File: src/rtl/uart_lb_pkg.sv
package uart_lb_pkg;
  localparam int unsigned MS_N   = 4;
  localparam int unsigned MS_DSR = 0;
  localparam int unsigned MS_CTS = 1;
  localparam int unsigned MS_DCD = 2;
  localparam int unsigned MS_RI  = 3;
endpackage

File: src/rtl/ulm_status.sv
module ulm_status
  import uart_lb_pkg::*;
(
  input  logic            clk_i,
  input  logic            rst_ni,
  input  logic            ctrl_wr_i,
  input  logic            lbe_i,
  input  logic [MS_N-1:0] ctl_i,
  input  logic [MS_N-1:0] pin_i,
  output logic            lbe_o,
  output logic [MS_N-1:0] flags_o,
  output logic            int_upd_o,
  output logic [MS_N-1:0] int_val_o
);
  logic            lbe_q;
  logic [MS_N-1:0] mir_q;
  logic            upd_q;

  always_ff @(posedge clk_i or negedge rst_ni) begin
    if (!rst_ni) begin
      lbe_q <= 1'b0;
      mir_q <= '0;
      upd_q <= 1'b0;
    end else begin
      upd_q <= 1'b0;
      if (ctrl_wr_i) begin
        lbe_q <= lbe_i;
        if (lbe_i) begin
          mir_q <= ctl_i;
          upd_q <= 1'b1;
        end
      end
    end
  end

  assign lbe_o     = lbe_q;
  assign flags_o   = lbe_q ? mir_q : pin_i;
  assign int_upd_o = upd_q;
  assign int_val_o = mir_q;


  upd_after_write_chk: assert property (@(posedge clk_i) disable iff (!rst_ni)
    int_upd_o |-> $past(ctrl_wr_i && lbe_i));

  mirror_hold_chk: assert property (@(posedge clk_i) disable iff (!rst_ni)
    (lbe_q && $past(lbe_q) && !$past(ctrl_wr_i)) |-> $stable(flags_o));

  upd_matches_flags_chk: assert property (@(posedge clk_i) disable iff (!rst_ni)
    int_upd_o |-> (int_val_o == flags_o));
endmodule

File: src/rtl/ulm_inject.sv
module ulm_inject #(
  parameter int unsigned DW      = 8,
  parameter int unsigned BRK_BIT = 10,
  localparam int unsigned EW     = BRK_BIT + 1
) (
  input  logic          clk_i,
  input  logic          rst_ni,
  input  logic          lbe_i,
  input  logic          tx_wr_i,
  input  logic [DW-1:0] tx_data_i,
  input  logic          brk_i,
  input  logic          rx_valid_i,
  input  logic [DW-1:0] rx_data_i,
  output logic          push0_o,
  output logic [EW-1:0] push0_data_o,
  output logic          push1_o,
  output logic [EW-1:0] push1_data_o
);
  localparam logic [EW-1:0] BRK_WORD = EW'(1) << BRK_BIT;

  logic brk_q;
  logic brk_rise;
  logic lb_tx, lb_brk, ext_rx;

  assign brk_rise = brk_i & ~brk_q;
  assign lb_tx    = lbe_i & tx_wr_i;
  assign lb_brk   = lbe_i & brk_rise;
  assign ext_rx   = ~lbe_i & rx_valid_i;

  always_ff @(posedge clk_i or negedge rst_ni) begin
    if (!rst_ni) begin
      brk_q        <= 1'b0;
      push0_o      <= 1'b0;
      push0_data_o <= '0;
      push1_o      <= 1'b0;
      push1_data_o <= '0;
    end else begin
      brk_q        <= brk_i;
      push0_o      <= lb_tx | lb_brk | ext_rx;
      push1_o      <= lb_tx & lb_brk;
      push1_data_o <= BRK_WORD;
      if (lb_tx)       push0_data_o <= EW'(tx_data_i);
      else if (lb_brk) push0_data_o <= BRK_WORD;
      else             push0_data_o <= EW'(rx_data_i);
    end
  end


  lane_order_chk: assert property (@(posedge clk_i) disable iff (!rst_ni)
    push1_o |-> (push0_o && !push0_data_o[BRK_BIT] && push1_data_o[BRK_BIT]));

  no_ext_in_lb_chk: assert property (@(posedge clk_i) disable iff (!rst_ni)
    (push0_o && $past(lbe_i)) |-> $past(tx_wr_i || brk_rise));

  brk_once_chk: assert property (@(posedge clk_i) disable iff (!rst_ni)
    (push0_o && push0_data_o[BRK_BIT]) |-> $past(brk_i && !brk_q));
endmodule

File: src/rtl/uart_loop_mirror.sv
module uart_loop_mirror
  import uart_lb_pkg::*;
#(
  parameter int unsigned DW      = 8,
  parameter int unsigned BRK_BIT = 10,
  localparam int unsigned EW     = BRK_BIT + 1
) (
  input  logic            clk_i,
  input  logic            rst_ni,
  input  logic            ctrl_wr_i,
  input  logic            lbe_i,
  input  logic            out1_i,
  input  logic            out2_i,
  input  logic            rts_i,
  input  logic            dtr_i,
  input  logic            tx_wr_i,
  input  logic [DW-1:0]   tx_data_i,
  input  logic            brk_i,
  input  logic            rx_valid_i,
  input  logic [DW-1:0]   rx_data_i,
  input  logic [MS_N-1:0] pin_ms_i,
  output logic [MS_N-1:0] ms_flags_o,
  output logic            push0_o,
  output logic [EW-1:0]   push0_data_o,
  output logic            push1_o,
  output logic [EW-1:0]   push1_data_o,
  output logic            ms_int_upd_o,
  output logic [MS_N-1:0] ms_int_val_o
);
  logic [MS_N-1:0] ctl;
  logic            lbe_q;

  // cross-mapping of modem controls onto status positions
  always_comb begin
    ctl         = '0;
    ctl[MS_RI]  = out2_i;
    ctl[MS_DCD] = out1_i;
    ctl[MS_CTS] = rts_i;
    ctl[MS_DSR] = dtr_i;
  end

  ulm_status u_status (
    .clk_i     (clk_i),
    .rst_ni    (rst_ni),
    .ctrl_wr_i (ctrl_wr_i),
    .lbe_i     (lbe_i),
    .ctl_i     (ctl),
    .pin_i     (pin_ms_i),
    .lbe_o     (lbe_q),
    .flags_o   (ms_flags_o),
    .int_upd_o (ms_int_upd_o),
    .int_val_o (ms_int_val_o)
  );

  ulm_inject #(.DW(DW), .BRK_BIT(BRK_BIT)) u_inject (
    .clk_i        (clk_i),
    .rst_ni       (rst_ni),
    .lbe_i        (lbe_q),
    .tx_wr_i      (tx_wr_i),
    .tx_data_i    (tx_data_i),
    .brk_i        (brk_i),
    .rx_valid_i   (rx_valid_i),
    .rx_data_i    (rx_data_i),
    .push0_o      (push0_o),
    .push0_data_o (push0_data_o),
    .push1_o      (push1_o),
    .push1_data_o (push1_data_o)
  );
endmodule

File: config.mk
export PLATFORM = sky130hd
export DESIGN_NAME = uart_loop_mirror
export DESIGN_NICKNAME = d
export VERILOG_FILES = /design/src/rtl/uart_lb_pkg.sv /design/src/rtl/ulm_status.sv /design/src/rtl/ulm_inject.sv /design/src/rtl/uart_loop_mirror.sv
export SDC_FILE = /design/constraint.sdc
export NUM_CORES = 1
export LEC_CHECK = 0
export BUFFER_PORTS_ARGS = -buffer_cell sky130_fd_sc_hd__buf_2
export CELL_PAD_IN_SITES_DETAIL_PLACEMENT = 0
export CELL_PAD_IN_SITES_GLOBAL_PLACEMENT = 1
export CORE_UTILIZATION = 28
export CTS_BUF_LIST = sky130_fd_sc_hd__clkbuf_4 sky130_fd_sc_hd__clkbuf_8 sky130_fd_sc_hd__clkbuf_16
export DETAILED_ROUTE_END_ITERATION = 6
export GPL_TIMING_DRIVEN = 0
export HOLD_SLACK_MARGIN = 0.03
export PLACE_DENSITY_LB_ADDON = 0.1
export SLEW_MARGIN = 0
export SYNTH_ARGS = -nofsm -noshare
export SYNTH_HDL_FRONTEND = slang
export SYNTH_HIERARCHICAL = 1
export SYNTH_SLANG_ARGS = --single-unit
File: constraint.sdc
create_clock -name clk_i -period 1.7 [get_ports clk_i]
set_clock_uncertainty 0.1 [all_clocks]
set_input_delay 0.34 -clock clk_i [delete_from_list [all_inputs] [get_ports clk_i]]
set_output_delay 0.34 -clock clk_i [all_outputs]
set_load 0.05 [all_outputs]
Word-level counts from Yosys, hierarchy flattened
Cells that the tools add are included.

operators by class
  mux-type cells = 5
  reductions and logical operators = 1
  bitwise operators = 9

operators with widths
  cell                 count
  2-to-1 mux 11 bit    2
  AND 1 bit            5
  2-to-1 mux 4 bit     1
  2-to-1 mux 1 bit     2
  NOT 1 bit            2
  bitwise OR 1 bit     2
  AND reduction 2 bit  1

word-level totals
  word-level logic and storage cells = 23
  output and inout bits = 33
  flip-flop bits (word level) = 21
  input port bits = 31

Logic depth before layout (Yosys ltp)
  word-level depth = 5
  gate-level depth with buffers = 3
  mapped depth without buffers = 3

Cells and area by module
The synthesis kept the hierarchy.

by module, submodules not included
  module      cells each  times used  area each (um^2)  seq. area each (um^2)
  ulm_inject  43          1           571.8             325.3
  ulm_status  18          1           274.0             150.1

Worst setup path before layout
No wires, ideal clock.

  path kind = reg2out
  from = reg u_status.mir_q[0], in the netlist u_status/int_val_o[0]
  to = out ms_flags_o[0]
  slack = 0.222 ns
  arrival time = 1.038 ns
  stages on the path, launching flop included = 2
  required time = 1.260 ns
  path buffers = 0
  cell sequence = dfrtp_1 -> mux2_2

between the ends
  longest elaborated chain between the ends = 1

ends and longest elaborated chain
  element                 line                    text
  start, declared         ulm_status.sv:16        logic [MS_N-1:0] mir_q;
  start signal, assigned  ulm_status.sv:29        mir_q <= ctl_i;
  2-to-1 mux 4 bit        ulm_status.sv:37        assign flags_o = lbe_q ? mir_q : pin_i;
  end, declared           uart_loop_mirror.sv:22  output logic [MS_N-1:0] ms_flags_o,

Every way passes these cells.

Worst setup path in the final report
  from = reg u_status.lbe_q, in the netlist u_status/lbe_o
  to = out ms_flags_o[0]

between the ends
  longest elaborated chain between the ends = 1

ends and longest elaborated chain
  element                 line              text
  start, declared         ulm_status.sv:15  logic lbe_q;
  start signal, assigned  ulm_status.sv:27  lbe_q <= lbe_i;
  2-to-1 mux 4 bit        ulm_status.sv:37

Every way passes these cells.

==> flow_summary_export.csv <==
group,metric,value,unit
outcome,status,"finished with violations",
outcome,violations,"DRC",
synthesis,ys_seq_area_share,56.2,%
cts,clk_pin_slew,0.11,ns
critical_path,cpPeakStageDelay,0.44,ns
cells_and_area,finalInstanceArea,1250,µm²
cts,cts_tree,"built",
sta,min_period_over_period,98.9,%
sta,fmax,0.595,GHz
detailed_routing,ant_nets,0,
synthesis,synth_top_area_cell,"dfrtp_1",
min_path,hold_path_class,"in -> reg",
pwr,p_leak,0.726,nW
cells_and_area,syn_to_final_growth,48.1,%
cts,clk_latency,0.29,ns
synthesis,synth-seq-cells,19,
sta,grt_setup_unrepaired,"true",
detailed_routing,drt_iter0_markers,28,
placement,port_buffers,51,
detailed_routing,drc,12,
synthesis,syn_area_per_cell,13.9,µm²
critical_path,crit_buf_inv,1,
sta,worst_hold_slack,0.0606,ns
detailed_routing,vias,614,
floorplan,initial_core_util,30.2,%
critical_path,cpMaxStageDelayCell,"dfrtp_2",
global_route,grt_overflow_total,0,
run,cap_violations,0,
floorplan,die_w,57.0,µm
pwr,power,1.22,mW
global_route,antenna_found_initial,0,
detailed_routing,wirelength,1670,µm
placement,place_hpwl,1190,µm
placement,gp_congestion,0.639,
sta,hold_viol_final,0,
cts,cts_buffers,3,
global_route,grt_first_pass_wirelength,2750,µm
min_path,hold_depth,1,
sta,slew_viol_final,0,
global_route,grt_max_degree,20,
critical_path,cp.depth,2,
synthesis,synth_area,846,µm²
critical_path,worstSetupStartpointType,"flip-flop",
synthesis,yosys-top-cells-area,"dfrtp_1 56%, buf_4 11%, a22o_2 9.5%",
cts,cts_sinks,19,
critical_path,crit_fanout,5,
floorplan,die_h,57.0,µm
cells_and_area,regArea,477,µm²
cells_and_area,n_fill_cell,281,
cells_and_area,multiInputGateArea,299,µm²
critical_path,required,1.26,ns
cts,cts_root_buffer,"clkbuf_4",
detailed_routing,first_pass_iters,6,
placement,dpl_cell_area,1180,µm²
floorplan,die_area,3240,µm²
critical_path,crit_chain,"mux2_2, buf_6",
floorplan,io-pin-count,64,
critical_path,crit_arrival,1.24,ns
synthesis,synthCells,61,
detailed_routing,routed_via_density,3.84,
synthesis,yosys_warnings,6,
floorplan,coreArea,2810,µm²
synthesis,yosys.area.top_type_share,56.2,%
critical_path,worst-setup-path-type,"reg -> out",
sta,min_period,1.68,ns
sta,setup_viol,0,
critical_path,cp_top_family,"flip-flops",
critical_path,r2r_cells,4,
global_route,grt_pass1_vias,597,
critical_path,crit_path_end_kind,"output port",
global_route,grtUsageTotal,11.3,%
pwr,powerDensity,972,nW/µm²
synthesis,synth_cell_types,15,
detailed_routing,route.detailed.wl_per_inst,10.5,µm
cts,htree_levels,1,
cells_and_area,nNetsFinal,161,
cells_and_area,antenna_cells,0,
pwr,ir_drop,0.000353,V
floorplan,rows,19,
cells_and_area,layout-drive-gt1-share,71.3,%
cts,cts.path.max_buffers,2,
==> report_power, final <==
part | total, mW | leakage (nW) | switching [mW] | internal [mW]
Clock | 0.226 | 0.0177 | 0.138 | 0.0875
Sequential | 0.515 | 0.229 | 0.0208 | 0.494
Combinational | 0.477 | 0.478 | 0.320 | 0.157
Total | 1.22 | 0.726 | 0.479 | 0.739
==> sequential cells by signal, indices dropped and copies added, names as in the netlist <==
name,flops
u_inject/brk_q,1
u_inject/push0_data_o,9
u_inject/push0_o,1
u_inject/push1_data_o,1
u_inject/push1_o,1
u_status/int_upd_o,1
u_status/int_val_o,4
u_status/lbe_o,1
==> cells in the mapped netlist, drive strengths merged <==
cell type and number:
nor2b 1, buf 13, a22o 8, conb 2, o21ai 3, nand2 1, mux2 8, dfrtp 19
and2 2, inv 3, and3b 1
==> per-layer routing <==
layer / routed length [µm] / vias up / part of all wire, % / global-route usage, %
li1: - / 316 / - / -
met1: 670 / 252 / 40 / 14.6
met2: 757 / 44 / 45 / 17.1
met3: 239 / 2 / 14 / 3.63
met4: 4 / 0 / 0.24 / 5.23
met5: 0 / - / 0 / 0
==> repair_timing <==
action                                 in CTS  in global routing
setup endpoints to repair                   4                  4
resized for setup                           9                  0
setup buffers                               1                  0
endpoints found under the hold margin      19                  0
hold buffers                                1                  0
==> final cells by class <==
type / instances / share of cell area, %
buffer: 13 / 8.09
clock buffer: 3 / 1.80
clock inverter: 1 / 0.400
inverter: 3 / 0.899
multi-input combinational: 37 / 23.9
sequential: 19 / 38.1
tap: 31 / 3.10
timing repair buffer: 53 / 23.8
==> cell families after synthesis <==
kind of cell	after synthesis	synth area share, %
flops	19	56.2
buf+inv	16	13.3
compound gates	11	11.7
mux	8	12.4
simple gates	5	5.47
other cells	2	0.888
==> worst paths after layout <==
path | to | slack [ns] | from
setup / recovery | ms_flags_o[0] | 0.02 | u_status/lbe_o
setup reg to reg | u_inject/push0_data_o[7] | 0.33 | u_status/lbe_o
min in group asynchronous | u_inject/push0_data_o[1] | 0.40 | rst_ni
hold reg to reg | u_status/int_val_o[3] | 0.44 | u_status/int_val_o[3]
hold / removal | u_inject/brk_q | 0.06 | brk_i
max in group asynchronous | u_status/lbe_o | 0.79 | rst_ni
==> stage by stage <==
stage / TNS [ns] / cells / setup slack (ns) / util (%)
after detailed placement: 0 / 154 / 0.166 / 42.1
final: 0 / 160 / 0.0187 / 44.6
after floorplan: 0 / 72 / 0.222 / -
after CTS: 0 / 160 / 0.000932 / 44.6
after global routing: -0.143 / 160 / -0.0413 / 44.6
after global placement: 0 / 154 / 0.170 / 42.1
==> placed cells by master (no fill, tap or decap) <==
master	netlist	final
buf_2	0	47
dfrtp_1	19	18
buf_4	12	13
conb_1	2	13
a22o_2	8	8
buf_6	1	5
mux2_2	4	4
mux2_4	4	4
clkbuf_4	0	3
inv_1	3	3
o21ai_0	2	2
clkinv_2	0	1
dlygate4sd3_1	0	1
and2_4	1	1
nor2b_4	1	1
o21ai_2	1	1
and2_2	1	1
and3b_2	1	1
nand2_2	1	1
dfrtp_2	0	1
Power figures use the tool's default switching activity.
